$ cat config.mk
export PLATFORM = sky130hd
export DESIGN_NAME = csr_cmd_decoder
export DESIGN_NICKNAME = d
export VERILOG_FILES = /design/src/rtl/csr_cmd_pkg.sv /design/src/rtl/csr_pkt_parser.sv /design/src/rtl/csr_bus_stage.sv /design/src/rtl/csr_rsp_sender.sv /design/src/rtl/csr_cmd_decoder.sv
export SDC_FILE = /design/constraint.sdc
export NUM_CORES = 1
export LEC_CHECK = 0
export ABC_AREA = 1
export BUFFER_PORTS_ARGS = -buffer_cell sky130_fd_sc_hd__buf_4
export CORE_ASPECT_RATIO = 0.6
export CORE_MARGIN = 2
export CORE_UTILIZATION = 30
export CTS_CLUSTER_SIZE = 12
export DETAILED_ROUTE_END_ITERATION = 8
export GPL_TIMING_DRIVEN = 0
export SLEW_MARGIN = 20
export SYNTH_ARGS = -nofsm -noshare
export SYNTH_HDL_FRONTEND = slang
export SYNTH_SLANG_ARGS = --single-unit
$ cat constraint.sdc
create_clock -name clk -period 7.7 [get_ports clk]
set_clock_uncertainty 0.1 [all_clocks]
set_input_delay 0.77 -clock clk [delete_from_list [all_inputs] [get_ports clk]]
set_output_delay 0.77 -clock clk [all_outputs]
set_load 0.005 [all_outputs]
$ cat src/rtl/csr_cmd_pkg.sv
package csr_cmd_pkg;
  localparam int BYTE_W  = 8;
  localparam int PKT_LEN = 5;
  localparam int IDX_W   = $clog2(PKT_LEN);
  localparam int ADDR_W  = 2 * BYTE_W - 1;

  function automatic logic [BYTE_W-1:0] frame_sum(
    input logic [BYTE_W-1:0] a, input logic [BYTE_W-1:0] b,
    input logic [BYTE_W-1:0] c, input logic [BYTE_W-1:0] d);
    return a + b + c + d;
  endfunction

  function automatic logic [BYTE_W-1:0] rsp_byte(
    input logic [IDX_W-1:0] idx, input logic [BYTE_W-1:0] sync,
    input logic [BYTE_W-1:0] hi, input logic [BYTE_W-1:0] lo,
    input logic [BYTE_W-1:0] dat);
    case (idx)
      3'd0:    return sync;
      3'd1:    return hi;
      3'd2:    return lo;
      3'd3:    return dat;
      default: return frame_sum(sync, hi, lo, dat);
    endcase
  endfunction
endpackage

$ cat src/rtl/csr_pkt_parser.sv
module csr_pkt_parser
  import csr_cmd_pkg::*;
#(
  parameter logic [BYTE_W-1:0] SYNC = 8'h55
) (
  input  logic              clk,
  input  logic              rst_n,
  input  logic              take,
  input  logic [BYTE_W-1:0] byte_in,
  output logic              cmd_fire,
  output logic [BYTE_W-1:0] hdr_hi,
  output logic [BYTE_W-1:0] hdr_lo,
  output logic [BYTE_W-1:0] hdr_data
);
  logic [IDX_W-1:0]  idx;
  logic [BYTE_W-1:0] hi_q, lo_q, dat_q;
  logic              sum_ok;

  assign sum_ok   = (byte_in == frame_sum(SYNC, hi_q, lo_q, dat_q));
  assign hdr_hi   = hi_q;
  assign hdr_lo   = lo_q;
  assign hdr_data = dat_q;

  always_ff @(posedge clk or negedge rst_n) begin
    if (!rst_n) begin
      idx      <= '0;
      hi_q     <= '0;
      lo_q     <= '0;
      dat_q    <= '0;
      cmd_fire <= 1'b0;
    end else begin
      cmd_fire <= 1'b0;
      if (take) begin
        case (idx)
          3'd0: if (byte_in == SYNC) idx <= 3'd1;
          3'd1: begin hi_q  <= byte_in; idx <= 3'd2; end
          3'd2: begin lo_q  <= byte_in; idx <= 3'd3; end
          3'd3: begin dat_q <= byte_in; idx <= 3'd4; end
          default: begin
            idx      <= '0;
            cmd_fire <= sum_ok;
          end
        endcase
      end
    end
  end
endmodule

$ cat src/rtl/csr_bus_stage.sv
module csr_bus_stage
  import csr_cmd_pkg::*;
(
  input  logic              clk,
  input  logic              rst_n,
  input  logic              cmd_fire,
  input  logic [BYTE_W-1:0] hdr_hi,
  input  logic [BYTE_W-1:0] hdr_lo,
  input  logic [BYTE_W-1:0] hdr_data,
  input  logic [BYTE_W-1:0] csr_rdata,
  output logic [ADDR_W-1:0] csr_addr,
  output logic              csr_we,
  output logic [BYTE_W-1:0] csr_wdata,
  output logic              txn_vld,
  output logic [BYTE_W-1:0] txn_data
);
  logic is_write;

  assign is_write  = hdr_hi[BYTE_W-1];
  assign csr_addr  = {hdr_hi[BYTE_W-2:0], hdr_lo};
  assign csr_wdata = hdr_data;
  assign csr_we    = cmd_fire & is_write;

  always_ff @(posedge clk or negedge rst_n) begin
    if (!rst_n) begin
      txn_vld  <= 1'b0;
      txn_data <= '0;
    end else begin
      txn_vld <= cmd_fire;
      if (cmd_fire) txn_data <= is_write ? hdr_data : csr_rdata;
    end
  end
endmodule

$ cat src/rtl/csr_rsp_sender.sv
module csr_rsp_sender
  import csr_cmd_pkg::*;
#(
  parameter logic [BYTE_W-1:0] SYNC = 8'h55
) (
  input  logic              clk,
  input  logic              rst_n,
  input  logic              txn_vld,
  input  logic [BYTE_W-1:0] hdr_hi,
  input  logic [BYTE_W-1:0] hdr_lo,
  input  logic [BYTE_W-1:0] txn_data,
  input  logic              out_ready,
  output logic              out_valid,
  output logic [BYTE_W-1:0] out_data,
  output logic              out_last,
  output logic              rsp_done
);
  logic              active;
  logic [IDX_W-1:0]  idx;
  logic [BYTE_W-1:0] hi_q, lo_q, dat_q;

  assign out_valid = active;
  assign out_last  = active && (idx == IDX_W'(PKT_LEN - 1));
  assign out_data  = rsp_byte(idx, SYNC, hi_q, lo_q, dat_q);
  assign rsp_done  = out_last && out_ready;

  always_ff @(posedge clk or negedge rst_n) begin
    if (!rst_n) begin
      active <= 1'b0;
      idx    <= '0;
      hi_q   <= '0;
      lo_q   <= '0;
      dat_q  <= '0;
    end else if (txn_vld) begin
      active <= 1'b1;
      idx    <= '0;
      hi_q   <= hdr_hi;
      lo_q   <= hdr_lo;
      dat_q  <= txn_data;
    end else if (active && out_ready) begin
      if (rsp_done) begin
        active <= 1'b0;
        idx    <= '0;
      end else begin
        idx <= idx + 1'b1;
      end
    end
  end
endmodule

$ cat src/rtl/csr_cmd_decoder.sv
module csr_cmd_decoder
  import csr_cmd_pkg::*;
#(
  parameter logic [7:0] SYNC = 8'h55
) (
  input  logic        clk,
  input  logic        rst_n,
  input  logic        in_valid,
  input  logic [7:0]  in_data,
  output logic        in_ready,
  output logic [14:0] csr_addr,
  output logic        csr_we,
  output logic [7:0]  csr_wdata,
  input  logic [7:0]  csr_rdata,
  output logic        out_valid,
  output logic [7:0]  out_data,
  output logic        out_last,
  input  logic        out_ready
);
  logic              take;
  logic              cmd_fire;
  logic              txn_vld;
  logic              rsp_done;
  logic [BYTE_W-1:0] hdr_hi, hdr_lo, hdr_data, txn_data;

  assign in_ready = !(cmd_fire || txn_vld || out_valid);
  assign take     = in_valid && in_ready;

  csr_pkt_parser #(.SYNC(SYNC)) u_parser (
    .clk(clk), .rst_n(rst_n), .take(take), .byte_in(in_data),
    .cmd_fire(cmd_fire), .hdr_hi(hdr_hi), .hdr_lo(hdr_lo), .hdr_data(hdr_data)
  );

  csr_bus_stage u_bus (
    .clk(clk), .rst_n(rst_n), .cmd_fire(cmd_fire), .hdr_hi(hdr_hi),
    .hdr_lo(hdr_lo), .hdr_data(hdr_data), .csr_rdata(csr_rdata),
    .csr_addr(csr_addr), .csr_we(csr_we), .csr_wdata(csr_wdata),
    .txn_vld(txn_vld), .txn_data(txn_data)
  );

  csr_rsp_sender #(.SYNC(SYNC)) u_rsp (
    .clk(clk), .rst_n(rst_n), .txn_vld(txn_vld), .hdr_hi(hdr_hi),
    .hdr_lo(hdr_lo), .txn_data(txn_data), .out_ready(out_ready),
    .out_valid(out_valid), .out_data(out_data), .out_last(out_last),
    .rsp_done(rsp_done)
  );
endmodule

-- Word-level counts from Yosys, hierarchy flattened
Index checks and enable logic that the tools add are counted.
- bitwise gates (word level): 1
- add/subtract/negate cells: 7
- multiplexer cells: 12
- eq/ne operators: 10
- reduce and logical (&&, ||, !) cells: 17
- operators by type and width (cell ; count):
    8-bit adder ; 4
    8-bit one-hot mux with 4 select lines ; 1
    7-bit by 8-bit adder with 8-bit output, first input constant ; 2
    3-bit by 2-bit equality test with 1-bit output, second input constant ; 4
    3-bit 2-to-1 mux ; 4
    3-bit one-hot mux with 4 select lines ; 1
    2-bit AND reduction ; 5
    8-bit by 7-bit equality test with 1-bit output, second input constant ; 1
    8-bit equality test ; 1
    8-bit 2-to-1 mux ; 1
    3-bit by 1-bit equality test with 1-bit output, second input constant ; 2
    3-bit logical NOT ; 2
    1-bit 2-to-1 mux ; 5
    1-bit logical AND ; 4
    2-bit nonzero test ; 2
    4-bit OR reduction ; 1
    3-bit by 1-bit adder with 3-bit output, second input constant ; 1
    3-bit equality test, second input constant ; 1
    1-bit logical OR ; 2
    2-bit by 1-bit != test with 1-bit output, second input constant ; 1
    1-bit bitwise AND ; 1
    1-bit logical NOT ; 1
- flip-flop bits (word level): 65
- input bits: 20
- output and inout port bits: 35
- logic and storage cells: 59

-- Logic depth before layout (Yosys ltp)
- depth after elaboration: 6
- mapped depth: 17

-- Modules after synthesis
A second synthesis with hierarchy kept.
- cells, all modules: 593
- area total of the unflattened synthesis: 4563.1 um2
- modules (own cells, without submodules) (module ; area an instance (um2) ; instances ; cells an instance):
    csr_rsp_sender ; 1970.6 ; 1 ; 251
    csr_pkt_parser ; 1905.6 ; 1 ; 242
    csr_bus_stage ; 661.9 ; 1 ; 94
    csr_cmd_decoder ; 25.0 ; 1 ; 6

-- Worst setup path after synthesis
Ideal clock, no wire load.
- path kind: reg2out
- start: register u_rsp.dat_q[1]
- end: output out_data[6]
- setup slack: 4.603 ns
- arrival time: 2.227 ns
- data required time: 6.830 ns
- buffers on the path: 0
- stages on the path, launching flop included: 13
- path through: dfrtp_1 fa_1 fa_1 ha_1 nand3_1 nand3_1 nand2_1 nand2_1 a21oi_1 inv_1 nand2_1 nand3_1 nand2_1
- word-level cells in the longest chain between the ends: 2
- RTL lines (element ; RTL line ; text):
    start, declared ; csr_rsp_sender.sv:20 ; logic [BYTE_W-1:0] hi_q, lo_q, dat_q;
    start signal, assigned ; csr_rsp_sender.sv:39 ; dat_q <= txn_data;
    8-bit adder ; csr_cmd_pkg.sv:10 ; return a + b + c + d;
    8-bit one-hot mux with 4 select lines ; csr_cmd_pkg.sv:17 ; case (idx)
    end, declared ; csr_cmd_decoder.sv:16 ; output logic [7:0] out_data,
No other way between the ends.

-- Worst setup path in the final report
Ends and elaborated chain as after synthesis.

==> summary.md <==
| Metric | Value |
|---|---|
| Hold Path Class | `reg2reg` |
| Total Power | `2.69 mW` |
| Tcrit/Tclk final | `49.5%` |
| Fmax | `262 MHz` |
| Critical path data required time | `6.83 ns` |
| Final setup viols | `0` |
| Main synth FF type | `dfrtp_1` |
| Area contributors post-synth | `dfrtp_1 38%, nand2_1 14%, ha_1 9.8%` |
| Setup slack, reg-to-reg | `4.53 ns` |
| First-pass GRT wire length | `19200 um` |
| Final WS setup | `3.89 ns` |
| # fillers | `1432` |
| Synth Cell Area | `0.00423 sq mm` |
| Post-route ant nets | `0` |
| Boundary Pins | `55` |
| Number of iterations in the first detailed-routing pass | `4` |
| Routed WL | `11600 um` |
| DR DRC count | `0` |
| Post-CTS Resized | `0` |
| # clock sinks | `65` |
| Leakage power | `2.74 nW` |
| Pwr/cell area | `516 mW/mm^2` |
| Setup slack at placement | `4.27 ns` |
| Die W | `157 um` |
| Rel. slew slack | `43.8%` |
| Buffers on Ports | `54` |
| Syn-to-layout area delta | `23.0%` |
| Count of cell types in the netlist | `39` |
| Area leader, netlist | `dfrtp_1` |
| Synth cell count leaders | `159 x nand2_1, 99 x inv_1, 65 x dfrtp_1` |
| Setup crit end kind | `output port` |
| Fin util | `38.0%` |
| Combinational power share | `61.4%` |
| Async set or reset register ratio after synthesis | `100%` |
| Startpoint type of the worst setup path | `register` |
| Clock Tree Buf Depth | `2` |
| Grt ovf | `0` |
| 1st-iter DRT viols | `169` |
| Drt via density | `4.58` |
| # hold bufs at CTS | `0` |
| Total negative slack | `0 ns` |
| Crit Path Class | `reg2out` |
| Unrepaired setup endpoints after global routing | `no` |
| Initial core utilization | `30.9%` |
| R2R Path Start | `u_parser.hdr_lo[1]` |
| Count leader, synth | `nand2_1` |
| Die Y | `96.0 um` |
| Final hold violations | `0` |
| FF-to-FF path depth | `16` |
| TritonCTS Buffers | `9` |
| Seq pwr share | `21.8%` |
| Total number of vias | `3629` |
| Max_cap viols | `0` |
| R2r endpoint | `u_parser.cmd_fire` |
| Synthesized Nets | `597` |
| Internal Power | `1.46 mW` |
| Post-placement cell area | `0.00488 sq mm` |
| Die ar. | `0.0151 sq mm` |
| Tmin final | `3.81 ns` |
| Worst-path clk slew | `0.06 ns` |
| CP arrival | `2.94 ns` |
| Critical path origin | `u_rsp.dat_q[1]` |
| Nets | `662` |
| CTS H-Tree Depth | `3` |
| Placer Congestion | `0.915` |
| Root Driver | `clkbuf_16` |
| Mapped Avg Cell Area | `7.99 sq um` |
| Post-synthesis register bit count | `65` |
| Post-CTS Setup Inserts | `0` |
| Initial antenna violation count | `0` |
| Pin count of the biggest net entering global routing | `66` |
| YS warnings | `0` |
| GRT Util Overall | `16.9%` |
| Sw Share | `45.7%` |
| WL/cell | `14.7 um` |
| Clock group share of total power | `16.8%` |
| Ant. Diodes | `0` |
| CP max FO | `2` |
| Post-synth top area share | `38.4%` |
| Core Box Area | `0.0137 sq mm` |
| Peak VDD IR | `0.213 mV` |
| Dpl hpwl | `9320 um` |
| Switching Power | `1.23 mW` |
| Register area share after synthesis | `38.4%` |
| Actual slew at the worst max-slew pin | `0.842 ns` |
| EDFF count, synth | `0` |
| Status | `finished, final reports clean` |
| Cell Rows | `33` |
| Post-route design area | `0.00521 sq mm` |
| Clk_lat worst skew | `0.34 ns` |
| Layout cells sized above 1 | `16.0%` |
| Vias in the first global route | `3680` |
| Slew Viols, Final | `0` |
| Post-Syn Instances | `530` |
| CP Capture Point | `out_data[6]` |
| CTS tree | `built` |
[critical path, stage by stage, from the launching register on]
cell     delay, ns
dfrtp_1       0.40
fa_1          0.45
fa_1          0.50
ha_1          0.32
nand3_1       0.08
nand3_1       0.09
nand2_1       0.10
nand2_1       0.07
a21oi_1       0.20
inv_1         0.06
nand2_1       0.06
nand3_1       0.07
nand2_1       0.09
buf_4         0.11
[power groups by stage]
stage          Clock (mW)  Sequential [mW]  Combinational (mW)
2_1_floorplan           0            0.560                1.16
3_5_place_dp            0            0.593                1.63
3_3_place_gp            0            0.587                1.59
4_1_cts             0.462            0.589                1.65
6_report            0.453            0.587                1.65
5_1_grt             0.479            0.605                1.93
[per-stage QoR]
stage | hold slack (ns) | cells
5_1_grt | 0.313 | 792
3_5_place_dp | 0.283 | 776
6_report | 0.302 | 792
4_1_cts | 0.306 | 792
2_1_floorplan | 0.274 | 530
3_3_place_gp | 0.289 | 776
[logic make-up (layout without fill, tap and decap cells)]
family | Yosys count | count (layout) | share of synthesized area, %
simple gates | 209 | 209 | 21.0
buf+inv | 120 | 190 | 11.8
compound gates | 83 | 83 | 11.2
flops | 65 | 65 | 38.4
fa+ha+maj | 47 | 47 | 16.4
xor+xnor | 6 | 6 | 1.24
[layout by cell type (no fill, tap or decap), drive strengths merged, types with 2 or more instances in the layout]
cell type / netlist / routed
xor2: 2 / 2
o211ai: 8 / 8
nand2: 162 / 162
a21o: 2 / 2
ha: 33 / 33
inv: 100 / 101
nand4: 2 / 2
o22ai: 5 / 5
dfrtp: 65 / 65
fa: 14 / 14
o2111ai: 2 / 2
buf: 12 / 66
a21oi: 15 / 15
clkinv: 2 / 4
nor3: 3 / 3
bufinv: 0 / 2
o21ai: 46 / 46
xnor2: 4 / 4
nand3: 19 / 19
clkbuf: 6 / 16
nor2: 19 / 19
or2: 3 / 3
[sequential cells by signal (all words and copies together), names as in the netlist, 3 cells and up]
name and count:
u_bus.txn_data 8, u_parser.hdr_data 8, u_parser.hdr_hi 8, u_parser.hdr_lo 8
u_rsp.dat_q 8, u_rsp.hi_q 8, u_rsp.lo_q 8, u_parser.idx 3
u_rsp.idx 3
[layout make-up]
class | count | area (sq um) | area share (%)
well taps | 192 | 240 | 4.61
clock inverters | 6 | 90.1 | 1.73
inverters | 102 | 388 | 7.45
plain buffers | 18 | 111 | 2.14
flip-flops and latches | 65 | 1630 | 31.2
repair buffers | 54 | 405 | 7.78
multi-input cells | 345 | 2110 | 40.5
clock buffers | 10 | 239 | 4.59
[per-layer routing]
metal	track usage, %	vias up	part of all wire [%]
li1	-	1798	-
met4	3.41	0	0.63
met3	4.41	10	5.6
met5	0	-	0
met2	23.4	94	39
met1	26.2	1727	55
[worst min-delay path by stage]
stage	startpoint	endpoint	slack, ns	cells past startpoint
final	u_parser.cmd_fire	u_bus.txn_vld	0.30	0
after global routing	u_parser.cmd_fire	u_bus.txn_vld	0.31	0
after CTS	u_parser.cmd_fire	u_bus.txn_vld	0.31	0
after detailed placement	u_parser.cmd_fire	u_bus.txn_vld	0.28	0
after global placement	u_parser.cmd_fire	u_bus.txn_vld	0.29	0
after floorplan	u_parser.cmd_fire	u_bus.txn_vld	0.27	0
No activity file was read; power rests on OpenSTA's default activity.
